==> config.mk <==
export PLATFORM = sky130hd
export DESIGN_NAME = xlate_perm_check
export DESIGN_NICKNAME = d
export VERILOG_FILES = /design/src/rtl/pchk_pkg.sv /design/src/rtl/pchk_ctrl.sv /design/src/rtl/pchk_dp.sv /design/src/rtl/xlate_perm_check.sv
export SDC_FILE = /design/constraint.sdc
export NUM_CORES = 1
export LEC_CHECK = 0
export CORE_AREA = 3 3 106 108
export DETAILED_ROUTE_END_ITERATION = 10
export DIE_AREA = 0 0 109 111
export DONT_BUFFER_PORTS = 1
export GPL_TIMING_DRIVEN = 0
export HOLD_SLACK_MARGIN = 0.02
export PLACE_DENSITY_LB_ADDON = 0.2
export SYNTH_ARGS = -nofsm -noshare
export SYNTH_HDL_FRONTEND = slang
export SYNTH_SLANG_ARGS = --single-unit
export TNS_END_PERCENT = 50
==> constraint.sdc <==
create_clock -name clk -period 3.7 [get_ports clk]
set_input_delay 0.37 -clock clk [delete_from_list [all_inputs] [get_ports clk]]
set_output_delay 0.37 -clock clk [all_outputs]
set_load 0.1 [all_outputs]
==> src/rtl/pchk_pkg.sv <==
package pchk_pkg;

  typedef enum logic [1:0] {
    KIND_LOAD      = 2'd0,
    KIND_STORE     = 2'd1,
    KIND_FETCH     = 2'd2,
    KIND_FETCH_ALT = 2'd3
  } accKind_e;

  // attribute bit positions (decoded by the page-table walker's producer)
  localparam int ATTR_EXEC    = 0;
  localparam int ATTR_WRITE   = 1;
  localparam int ATTR_READ    = 2;
  localparam int ATTR_PRIV    = 3;
  localparam int ATTR_NOCACHE = 5;
  localparam int ATTR_CHANGED = 7;
  localparam int ATTR_REFD    = 8;
  localparam int ATTR_MIN_W   = 9;

  localparam int CODE_W = 32;
  localparam logic [CODE_W-1:0] CODE_NO_XLATE   = 32'h4000_0000;
  localparam logic [CODE_W-1:0] CODE_FETCH_PERM = 32'h1000_0000;
  localparam logic [CODE_W-1:0] CODE_DATA_PERM  = 32'h0800_0000;
  localparam logic [CODE_W-1:0] CODE_STORE_MARK = 32'h0200_0000;
  localparam logic [CODE_W-1:0] CODE_REF_CHG    = 32'h0004_0000;
  localparam int STORE_MARK_BIT = 25;

  typedef struct packed {
    logic capture;
    logic isStore;
    logic isFetch;
    logic faultNoXlate;
    logic faultPerm;
    logic faultRefChg;
    logic useNextPage;
  } ctlStrobe_t;

endpackage

==> src/rtl/pchk_ctrl.sv <==
module pchk_ctrl
  import pchk_pkg::*;
#(
  parameter int ATTR_W = 9
) (
  input  logic              clk,
  input  logic              rstN,
  input  logic              reqValid,
  input  logic [1:0]        reqKind,
  input  logic              pteValid,
  input  logic [ATTR_W-1:0] pteAttr,
  input  logic              userMode,
  input  logic              reqNextPage,
  output ctlStrobe_t        strobe
);

  logic isFetch, isStore, isLoad;
  logic permBit, privBlock, permOk, refChgOk;

  assign isFetch = reqKind[1];
  assign isStore = (reqKind == KIND_STORE);
  assign isLoad  = (reqKind == KIND_LOAD);

  always_comb begin
    permBit = 1'b0;
    if (isFetch)      permBit = pteAttr[ATTR_EXEC];
    else if (isStore) permBit = pteAttr[ATTR_WRITE];
    else if (isLoad)  permBit = pteAttr[ATTR_READ];
  end

  assign privBlock = pteAttr[ATTR_PRIV] & userMode;
  assign permOk    = permBit & ~privBlock;
  assign refChgOk  = pteAttr[ATTR_REFD] & (~isStore | pteAttr[ATTR_CHANGED]);

  always_comb begin
    strobe              = '0;
    strobe.capture      = reqValid;
    strobe.isStore      = isStore;
    strobe.isFetch      = isFetch;
    strobe.useNextPage  = reqNextPage;
    strobe.faultNoXlate = ~pteValid;
    strobe.faultPerm    = pteValid & ~permOk;
    strobe.faultRefChg  = pteValid & permOk & ~refChgOk;
  end

  // bits that must not steer the decision
  logic attrUnusedLo;
  assign attrUnusedLo = ^{pteAttr[ATTR_NOCACHE], pteAttr[4], pteAttr[6]};
  generate
    if (ATTR_W > ATTR_MIN_W) begin : g_wideAttr
      logic attrUnusedHi;
      assign attrUnusedHi = ^pteAttr[ATTR_W-1:ATTR_MIN_W];
    end
  endgenerate

  a_r5_single_cause: assert property (@(posedge clk) disable iff (!rstN)
    reqValid |-> $onehot0({strobe.faultNoXlate, strobe.faultPerm, strobe.faultRefChg}));

  a_r6_exec_masks_ref: assert property (@(posedge clk) disable iff (!rstN)
    (reqValid && isFetch && pteValid && !pteAttr[ATTR_EXEC]) |-> !strobe.faultRefChg);

  a_r7_noxlate_first: assert property (@(posedge clk) disable iff (!rstN)
    (reqValid && !pteValid) |-> (!strobe.faultPerm && !strobe.faultRefChg));

endmodule

==> src/rtl/pchk_dp.sv <==
module pchk_dp
  import pchk_pkg::*;
#(
  parameter int ADDR_W     = 64,
  parameter int STATUS_W   = 64,
  parameter int PAGE_SHIFT = 12
) (
  input  logic                clk,
  input  logic                rstN,
  input  ctlStrobe_t          strobe,
  input  logic [ADDR_W-1:0]   reqAddr,
  input  logic [STATUS_W-1:0] msrBits,
  output logic                rspValid,
  output logic                rspAllow,
  output logic                rspDeny,
  output logic [STATUS_W-1:0] rspStatus,
  output logic [ADDR_W-1:0]   rspFaultAddr
);

  localparam logic [ADDR_W-1:0] PAGE_BYTES  = {{(ADDR_W-1){1'b0}}, 1'b1} << PAGE_SHIFT;
  localparam logic [ADDR_W-1:0] OFFSET_MASK = PAGE_BYTES - 1'b1;

  logic                anyFault;
  logic [CODE_W-1:0]   causeCode;
  logic [STATUS_W-1:0] causeWide, statusNext;
  logic [ADDR_W-1:0]   nextPageBase, addrNext;

  assign anyFault = strobe.faultNoXlate | strobe.faultPerm | strobe.faultRefChg;

  always_comb begin
    causeCode = '0;
    if (strobe.faultNoXlate) causeCode = CODE_NO_XLATE;
    if (strobe.faultPerm)    causeCode = strobe.isFetch ? CODE_FETCH_PERM : CODE_DATA_PERM;
    if (strobe.faultRefChg)  causeCode = CODE_REF_CHG;
    if (strobe.isStore && anyFault) causeCode = causeCode | CODE_STORE_MARK;
  end

  generate
    if (STATUS_W > CODE_W) begin : g_padStatus
      assign causeWide = {{(STATUS_W-CODE_W){1'b0}}, causeCode};
    end else begin : g_exactStatus
      assign causeWide = causeCode;
    end
  endgenerate

  assign statusNext   = anyFault ? (causeWide | (strobe.isFetch ? msrBits : '0)) : '0;
  assign nextPageBase = (reqAddr & ~OFFSET_MASK) + PAGE_BYTES;
  assign addrNext     = anyFault ? (strobe.useNextPage ? nextPageBase : reqAddr) : '0;

  always_ff @(posedge clk) begin
    if (!rstN) begin
      rspValid     <= 1'b0;
      rspAllow     <= 1'b0;
      rspDeny      <= 1'b0;
      rspStatus    <= '0;
      rspFaultAddr <= '0;
    end else begin
      rspValid     <= strobe.capture;
      rspAllow     <= strobe.capture & ~anyFault;
      rspDeny      <= strobe.capture & anyFault;
      rspStatus    <= strobe.capture ? statusNext : '0;
      rspFaultAddr <= strobe.capture ? addrNext : '0;
    end
  end

  a_r2_response_follows: assert property (@(posedge clk) disable iff (!rstN)
    strobe.capture |=> rspValid);

  a_r2_idle_quiet: assert property (@(posedge clk) disable iff (!rstN)
    !rspValid |-> (!rspAllow && !rspDeny && rspStatus == '0));

  a_r9_one_verdict: assert property (@(posedge clk) disable iff (!rstN)
    rspValid |-> (rspAllow != rspDeny));

  a_r9_allow_clean: assert property (@(posedge clk) disable iff (!rstN)
    rspAllow |-> (rspStatus == '0 && rspFaultAddr == '0));

  a_r4_store_marked: assert property (@(posedge clk) disable iff (!rstN)
    (strobe.capture && strobe.isStore && anyFault) |=> rspStatus[STORE_MARK_BIT]);

  a_r10_page_aligned: assert property (@(posedge clk) disable iff (!rstN)
    (strobe.capture && strobe.useNextPage && anyFault) |=> (rspFaultAddr[PAGE_SHIFT-1:0] == '0));

endmodule

==> src/rtl/xlate_perm_check.sv <==
module xlate_perm_check
  import pchk_pkg::*;
#(
  parameter int ATTR_W     = 9,
  parameter int ADDR_W     = 64,
  parameter int STATUS_W   = 64,
  parameter int PAGE_SHIFT = 12
) (
  input  logic                clk,
  input  logic                rstN,
  input  logic                reqValid,
  input  logic [1:0]          reqKind,
  input  logic                pteValid,
  input  logic [ATTR_W-1:0]   pteAttr,
  input  logic                userMode,
  input  logic                reqNextPage,
  input  logic [ADDR_W-1:0]   reqAddr,
  input  logic [STATUS_W-1:0] msrBits,
  output logic                rspValid,
  output logic                rspAllow,
  output logic                rspDeny,
  output logic [STATUS_W-1:0] rspStatus,
  output logic [ADDR_W-1:0]   rspFaultAddr
);

  ctlStrobe_t strobe;

  pchk_ctrl #(.ATTR_W(ATTR_W)) u_ctrl (
    .clk        (clk),
    .rstN       (rstN),
    .reqValid   (reqValid),
    .reqKind    (reqKind),
    .pteValid   (pteValid),
    .pteAttr    (pteAttr),
    .userMode   (userMode),
    .reqNextPage(reqNextPage),
    .strobe     (strobe)
  );

  pchk_dp #(.ADDR_W(ADDR_W), .STATUS_W(STATUS_W), .PAGE_SHIFT(PAGE_SHIFT)) u_dp (
    .clk         (clk),
    .rstN        (rstN),
    .strobe      (strobe),
    .reqAddr     (reqAddr),
    .msrBits     (msrBits),
    .rspValid    (rspValid),
    .rspAllow    (rspAllow),
    .rspDeny     (rspDeny),
    .rspStatus   (rspStatus),
    .rspFaultAddr(rspFaultAddr)
  );

endmodule

; ---- Word level (Yosys, flattened, before mapping)
; Index checks and enable logic that the tools add are counted.
; Widths: inputs -> output; s select.
[word_totals]
regBits = 131
input_bits = 145
output_inout_bits = 131
[classes]
n_addsub = 1
eq_ne = 1
n_mux = 10
bitwise = 18
reduce_logical = 3
[ops]
columns = op, count
row1 = $mux 64, 2
row2 = $add 64x13->64 const B, 1
row3 = $mux 32, 2
row4 = $or 32x64->64, 1
row5 = $mux 31, 1
row6 = $mux 29, 1
row7 = $mux 26, 1
row8 = $and 1x1->1, 8
row9 = $not 1->1, 6
row10 = $mux 1, 3
row11 = $or 1x1->1, 3
row12 = $reduce_and 3->1, 1
row13 = $eq 2x1->1 const B, 1
row14 = $logic_not 2->1, 1
row15 = $logic_and 1x1->1, 1

; ---- Longest topological paths before layout
; Gate-level depths: netlist (run 1).
[logic_depth]
depth_word = 12
ltp_mapped = 9
ltp_nobuf = 6

; ---- Modules after synthesis
; Synthesis (run 1) repeated with hierarchy kept, for this count alone.
[hier_totals]
cells_unflattened = 499
area_unflattened_um2 = 4839.6
[modules_own_cells]
columns = module, instances, cells_per_inst, area_each_um2, seq_area_each_um2
row1 = pchk_dp, 1, 486, 4739.5, 2622.5
row2 = pchk_ctrl, 1, 13, 100.1, 0.0

; ---- Least setup slack after synthesis (run 1)
; Ideal clock, no wire load.
[synth_timing]
kind = input to register
startpoint = input reqNextPage
endpoint = register u_dp.rspFaultAddr[63]
setup_time_ns = 0.059
arrival_time_ns = 1.878
required_ns = 3.641
slack_ns = 1.763
stages = 6
n_path_buf = 1
path_cell_list = buf_2 -> nand4_2 -> nor2_1 -> nand4_2 -> or4_1 -> nand2_1
[synth_via]
elab_chain_len = 1
[synth_lines]
columns = item, line
row1 = start: declaration, xlate_perm_check.sv:16  ; input logic reqNextPage,
row2 = $mux 64, pchk_dp.sv:48  ; assign addrNext = anyFault ? (strobe.useNextPage ? nextPageBase : reqAddr) : '0;
row3 = end signal: assignment, pchk_dp.sv:62  ; rspFaultAddr <= strobe.capture ? addrNext : '0;
row4 = end: declaration, pchk_dp.sv:17  ; output logic [ADDR_W-1:0] rspFaultAddr
; No other way between the ends.
; A chain may end at the register's enable or synchronous reset.

; ---- Worst setup path in the final report (run 1)
[layout_timing]
startpoint = input reqKind[1]
endpoint = register u_dp.rspStatus[30]
[layout_via]
elab_chain_len = 10
word_cells_on_any_way = 21
cone_classes = 1 x eq/ne / 6 x mux / 12 x bitwise / 2 x reduce/logical
[layout_lines]
columns = item, line
row1 = start: declaration, xlate_perm_check.sv:12  ; input logic [1:0] reqKind,
row2 = $logic_not 2->1, pchk_ctrl.sv:22  ; assign isLoad = (reqKind == KIND_LOAD);
row3 = $mux 1, pchk_ctrl.sv:28  ; else if (isLoad) permBit = pteAttr[ATTR_READ];
row4 = $mux 1, pchk_ctrl.sv:27  ; else if (isStore) permBit = pteAttr[ATTR_WRITE];
row5 = $mux 1, pchk_ctrl.sv:26  ; if (isFetch) permBit = pteAttr[ATTR_EXEC];
row6 = $and 1x1->1, pchk_ctrl.sv:32  ; assign permOk = permBit & ~privBlock;
row7 = $not 1->1, pchk_ctrl.sv:42  ; strobe.faultPerm = pteValid & ~permOk;
row8 = $and 1x1->1, pchk_ctrl.sv:42
row9 = $or 1x1->1 / $mux 32 (equally long branches), "pchk_dp.sv:28, pchk_dp.sv:33"
row10 = $or 1x1->1 / $mux 32 (equally long branches), "pchk_dp.sv:28, pchk_dp.sv:34"
row11 = $reduce_and 3->1 (no source line) / $or 32x64->64 (equally long branches), -
row12 = end signal: assignment, pchk_dp.sv:61  ; rspStatus <= strobe.capture ? statusNext : '0;
row13 = end: declaration, pchk_dp.sv:16  ; output logic [STATUS_W-1:0] rspStatus,
; Several ways; a longest one is shown, not always the timed one.

==> results.json, run 1 <==
{
  "status": "finished, final reports clean",
  "synthMostInstantiatedCell": "dfxtp_1",
  "routedWlPerCell_um": 20.18,
  "power.density_mw_per_mm2": 563.7,
  "cp_cell_sequence": "clkbuf_1 > inv_2 > o2111ai_1 > o21ai_1 > clkbuf_1 > buf_8 > a21oi_1 > dlygate4sd3_1",
  "crit_required_ns": 4.10,
  "design_area_mm2": 0.006703,
  "rsz0062_at_grt": "no",
  "first_iter_violations": 224,
  "min_path_type": "in2reg",
  "synth_warnings": 0,
  "critical_path_class": "in2reg",
  "die_w_um": 109,
  "setup_viol": 0,
  "cts_resized": 0,
  "min_period_ns": 2.091,
  "path_max_fanout": 10,
  "setup_tns_ns": 0,
  "core_area_mm2": 0.01032,
  "syn_avg_cell_area_um2": 9.814,
  "cts.hold.buffers_added": 122,
  "cts_setup_buffers": 0,
  "drt_pass1_iterations": 4,
  "post-route-period-util": 0.5651,
  "ys_ff_latch": 131,
  "synth_top_area_frac": 0.5579,
  "cts_tree": "yes",
  "die_area_mm2": 0.01210,
  "slew_headroom": 0.3006,
  "clock_sinks": 131,
  "fin_nets": 766,
  "syn_nets": 625,
  "cts.path.max_buffers": 2,
  "synthArstFlopShare": 0,
  "critPathSlowestCell": "dlygate4sd3_1",
  "place.gp.congestion": 0.8059,
  "critPathLaunchType": "input port",
  "viasPerCell": 5.281,
  "synth_edf_count": 0,
  "ir_worst_vdd_uv": 276.2,
  "synth_area_mm2": 0.004701,
  "ant_nets": 0,
  "antenna_found_initial": 1,
  "grt_pass1_wl_um": 23610,
  "gr-total-overflow": 0,
  "critPathCaptureType": "flip-flop",
  "grt_max_degree": 17,
  "post_dp_cell_area_mm2": 0.004871,
  "cts_root_buf": "clkbuf_8",
  "finalPower_mw": 3.779,
  "maxCapViolCount": 0,
  "fmax_ghz": 0.4783,
  "slowest_delay_ns": 0.54,
  "synthTopCellsByArea": "dfxtp_1 56%, and2_1 10%, xor2_1 3.9%",
  "ios": 276,
  "yosysSeqAreaShare": 0.5579,
  "worst_pin_slew_ns": 1.048,
  "dieHeight_um": 111,
  "synth_cell_type_count": 42,
  "dp_hpwl_um": 10170,
  "nFillCells": 767,
  "cts_buffers": 17,
  "cp_common_cell": "clkbuf_1",
  "layout-drive-gt1-share": 0.07583,
  "first_global_vias": 4304,
  "slew_viol_final": 0,
  "hold_violations": 0,
  "wl_um": 15540,
  "ys.flop_type": "dfxtp_1",
  "drcViolationCount": 0,
  "leakagePower_nw": 2.632,
  "placementRows": 37,
  "start_util": 0.4553,
  "synth_common_cells": "131 x dfxtp_1, 75 x and2_1, 43 x nor2_1",
  "vias": 4066,
  "cp.arrival_ns": 2.49,
  "synth_top_cell_by_area": "dfxtp_1",
  "io_buffers": 0,
  "cts.clk_slew.worst_paths_ns": 0.06,
  "grt.total_usage": 0.2552,
  "synthCells": 479,
  "syn_to_final_growth_pct": 42.59,
  "htree_levels": 4
}
path summary, 6_finish.rpt:
| path | startpoint | end | cells after the start |
|---|---|---|---|
| min | reqAddr[32] | u_dp.rspFaultAddr[32]$_SDFF_PN0_ | 2 |
| max | reqKind[1] | u_dp.rspStatus[30]$_SDFF_PN0_ | 8 |
critical path, delay by kind of cell:
kind,cells,cell delay [ns]
AOI/OAI and AO/OA,3,0.60
buffers and inverters,5,1.51
area by class of cell:
class	count	area, um2	share of cell area
Timing Repair Buffer	122	1221	0.1822
Inverter	10	37.54	0.005600
Clock inverter	13	176.4	0.02632
Buffer	21	101.3	0.01512
Tap cell	136	170.2	0.02539
Sequential cell	131	2623	0.3913
Multi-Input combinational cell	317	1939	0.2893
Antenna cell	1	2.502	0.0003733
Clock buffer	19	431.7	0.06440
registers in the layout, indices dropped and copies added, names as in the netlist:
signal             cells
u_dp.rspAllow          1
u_dp.rspStatus        64
u_dp.rspFaultAddr     64
u_dp.rspValid          1
u_dp.rspDeny           1
power by group:
group | total, mW | internal [mW] | switching (mW) | leakage (nW)
sequential | 1.84 | 1.46 | 0.377 | 1.07
clock | 1.71 | 1.06 | 0.655 | 0.287
combinational | 0.230 | 0.134 | 0.0959 | 1.28
total | 3.78 | 2.65 | 1.13 | 2.63
per-stage QoR:
stage | hold slack (ns) | cells | util | setup slack [ns]
4_1_cts | 0.02084 | 769 | 0.6490 | 1.596
2_1_floorplan | 0.4591 | 479 | - | 1.763
3_3_place_gp | 0.4634 | 615 | 0.4718 | 1.103
3_5_place_dp | 0.4679 | 615 | 0.4718 | 1.112
5_1_grt | 0.03406 | 770 | 0.6493 | 1.446
6_report | 0.04187 | 770 | 0.6493 | 1.609
placed cells by master (no fill, tap or decap), types with 2 or more instances in the layout:
master / netlist / routed
inv_2: 2 / 2
clkbuf_1: 16 / 17
o21ai_1: 9 / 9
nand4_2: 4 / 4
clkbuf_16: 0 / 16
dlygate4sd3_1: 0 / 122
nand2_1: 34 / 34
buf_2: 3 / 3
and3_1: 9 / 9
a21oi_1: 14 / 14
o211ai_1: 7 / 7
clkinv_4: 0 / 4
nand3_1: 13 / 13
clkbuf_8: 0 / 2
nor4_1: 2 / 2
inv_6: 0 / 2
nor4_2: 2 / 2
bufinv_16: 0 / 3
xor2_1: 21 / 21
o21ai_0: 5 / 5
nor3_1: 4 / 4
or4_1: 12 / 12
and2_1: 75 / 75
mux2i_1: 2 / 2
nor2_1: 43 / 43
nand4_1: 22 / 22
clkinvlp_4: 0 / 3
inv_1: 8 / 8
xnor2_1: 8 / 8
or3_1: 11 / 11
o31ai_1: 4 / 4
dfxtp_1: 131 / 131
nand4b_1: 2 / 2
kinds of logic (layout without fill, tap and decap cells):
kind of cell / after synthesis / count (layout) / synth area share
buffers and inverters: 31 / 185 / 0.02954
DFF: 131 / 131 / 0.5579
adders and majority gates: 1 / 1 / 0.002661
xor gates and xnor gates: 29 / 29 / 0.05403
AOI/OAI and AO/OA: 44 / 44 / 0.05590
other: 0 / 1 / 0
and+or+nand+nor: 241 / 241 / 0.2957
muxes: 2 / 2 / 0.004259
metal layers:
metal	global-route usage	vias to the layer above	routed length, um
li1	-	1911	-
met1	0.2585	1905	5461
met2	0.4636	218	8211
met3	0.09959	32	1541
met4	0.09259	0	327
met5	0	-	0
(Power assumes the default switching activity.)
==> run 2, diff against run 1 <==
- clock period: 3.7 -> 1.99 ns (I/O delays scaled with it)
==> run 2 against run 1 <==
The run now fails in clock tree synthesis. Synthesized cell count unchanged. Area after synthesis unchanged.
==> results.json, run 2 <==
{
  "status": "stopped before the end",
  "failed_stage": "clock tree synthesis",
  "stop_error": "[ERROR RSZ-0060] Max buffer count reached.",
  "placementRows": 37,
  "ios": 276,
  "yosysSeqAreaShare": 0.5579,
  "cts_root_buf": "clkbuf_8",
  "die_w_um": 109,
  "post_dp_cell_area_mm2": 0.004871,
  "place.gp.congestion": 0.8059,
  "synthCells": 479,
  "synth_top_cell_by_area": "dfxtp_1",
  "placed_cells": 615,
  "synth_edf_count": 0,
  "cts_buffers": 17,
  "ys.flop_type": "dfxtp_1",
  "dieHeight_um": 111,
  "synth_common_cells": "131 x dfxtp_1, 75 x and2_1, 43 x nor2_1",
  "synth_warnings": 0,
  "start_util": 0.4553,
  "syn_avg_cell_area_um2": 9.814,
  "synthArstFlopShare": 0,
  "synth_top_area_frac": 0.5579,
  "syn_nets": 625,
  "synthMostInstantiatedCell": "dfxtp_1",
  "dp_hpwl_um": 10170,
  "cts_resized": 0,
  "synth_area_mm2": 0.004701,
  "cts.hold.buffers_added": 131,
  "cts_setup_buffers": 0,
  "synth_cell_type_count": 42,
  "io_buffers": 0,
  "clock_sinks": 131,
  "cts.path.max_buffers": 2,
  "htree_levels": 4,
  "ys_ff_latch": 131,
  "synthTopCellsByArea": "dfxtp_1 56%, and2_1 10%, xor2_1 3.9%"
}
## run 2: cell counts after synthesis
Identical to the previous run, type by type.
## run 2: logic make-up after synthesis
family / after synthesis / synth area share
AOI/OAI and AO/OA: 44 / 0.05590
xor gates and xnor gates: 29 / 0.05403
adders and majority gates: 1 / 0.002661
buffers and inverters: 31 / 0.02954
DFF: 131 / 0.5579
muxes: 2 / 0.004259
and+or+nand+nor: 241 / 0.2957
## run 2: per-stage QoR
stage	TNS [ns]	hold WS [ns]	setup WS [ns]
after global placement	-17.25	0.2924	-0.4356
after floorplan	0	0.2881	0.2238
after detailed placement	-16.41	0.2969	-0.4271
==> run 3, diff against run 2 <==
- CORE_AREA: 3 3 106 108 -> default
- CORE_MARGIN: default -> 3
- CORE_UTILIZATION: default -> 40
- DIE_AREA: 0 0 109 111 -> default
- HOLD_SLACK_MARGIN: 0.02 -> default
- PLACE_DENSITY_LB_ADDON: 0.2 -> 0.15
==> run 3 against run 2 <==
The flow now finishes without violations.
==> results.json, run 3 (synthesis gave the netlist of run 1 again) <==
{
  "placed_cells": 619,
  "slew_viol_final": 0,
  "grt_max_degree": 17,
  "dieHeight_um": 114.4,
  "critPathSlowestCell": "nor2_1",
  "cts.clk_slew.worst_paths_ns": 0.06,
  "min_period_ns": 1.850,
  "status": "finished, final reports clean",
  "final_util": 0.6057,
  "worst_pin_slew_ns": 1.012,
  "placementRows": 38,
  "syn_to_final_growth_pct": 43.97,
  "layout_commonest_cell": "dfxtp_1",
  "cp.arrival_ns": 2.20,
  "dp_hpwl_um": 10360,
  "maxCapViolCount": 0,
  "cp_common_cell": "nand4_2",
  "pre_cts_slack_ns": -0.4351,
  "fin_cells": 777,
  "wl_um": 15040,
  "layout_common_cells": "131 x dfxtp_1, 127 x dlygate4sd3_1, 75 x and2_1",
  "first_iter_violations": 231,
  "setup_tns_ns": 0,
  "finalWorstSetupSlack_ns": 0.1403,
  "rsz0062_at_grt": "no",
  "layout-drive-gt1-share": 0.08006,
  "core_area_mm2": 0.01117,
  "vias": 4080,
  "place.gp.congestion": 0.7861,
  "post-route-period-util": 0.9295,
  "cp_cell_sequence": "buf_2 > nand4_2 > nor2_1 > nand4_2 > or4_1 > nand2_1",
  "antenna_found_initial": 0,
  "first_global_vias": 4219,
  "htree_levels": 4,
  "min_path_type": "in2reg",
  "path_buf_inv": 1,
  "hold_violations": 0,
  "drt_pass1_iterations": 7,
  "path_max_fanout": 9,
  "grt.total_usage": 0.2262,
  "cts_root_buf": "clkbuf_16",
  "power.density_mw_per_mm2": 1045,
  "largest_registers": "u_dp.rspFaultAddr (64), u_dp.rspStatus (64)",
  "slowest_delay_ns": 0.66,
  "path_delay_family": "simple AND/OR/NAND/NOR gates",
  "critPathLaunchType": "input port",
  "leakagePower_nw": 2.675,
  "whs_ns": 0.02025,
  "die_area_mm2": 0.01309,
  "cts_tree": "yes",
  "slew_headroom": 0.3246,
  "ir_worst_vdd_uv": 684.1,
  "routedWlPerCell_um": 19.36,
  "cts_buffers": 17,
  "setup_viol": 0,
  "antenna_cells": 0,
  "drcViolationCount": 0,
  "gr-total-overflow": 0,
  "start_util": 0.4207,
  "fmax_ghz": 0.5406,
  "critical_path_class": "in2reg",
  "crit_required_ns": 2.34,
  "clock_sinks": 131,
  "io_buffers": 0,
  "critPathCaptureType": "flip-flop",
  "grt_pass1_wl_um": 22780,
  "fin_nets": 771,
  "ios": 276,
  "viasPerCell": 5.251,
  "cts.path.max_buffers": 2,
  "die_w_um": 114.4,
  "ant_nets": 0
}
[run 3: report_power, final]
| part | switching [mW] | internal [mW] |
|---|---|---|
| logic | 0.177 | 0.257 |
| registers | 0.700 | 2.71 |
| clock network | 1.20 | 2.02 |
[run 3: final timing paths]
kind | start | end | depth (start not counted)
max | reqNextPage | u_dp.rspFaultAddr[63]$_SDFF_PN0_ | 6
min | reqAddr[14] | u_dp.rspFaultAddr[15]$_SDFF_PN0_ | 3
[run 3: stage by stage]
step,area [um2],power (mW)
detailed placement,4876,3.685
finish,6768,7.071
floorplan,4701,3.616
global placement,4876,3.681
CTS,6763,7.127
global route,6768,7.303
[run 3: routing by layer]
layer,track usage,wire length (um)
met5,0,0
met4,0.09026,379
met3,0.08827,1338
met2,0.3970,7833
met1,0.2427,5492
[run 3: what timing repair did]
action | CTS | global route
gates resized for setup | 1 | 7
endpoints found under the hold margin | 124 | 0
hold buffers | 127 | 0
setup buffers | 0 | 0
setup endpoints to repair | 1 | 33
[run 3: layout make-up]
type	count	area, um2
multi-input cells	317	1939
fillers	921	4405
plain buffers	21	107.6
clock buffers	18	439.2
well taps	140	175.2
inverters	10	37.54
flip-flops and latches	131	2623
clock inverters	13	175.2
repair buffers	127	1271
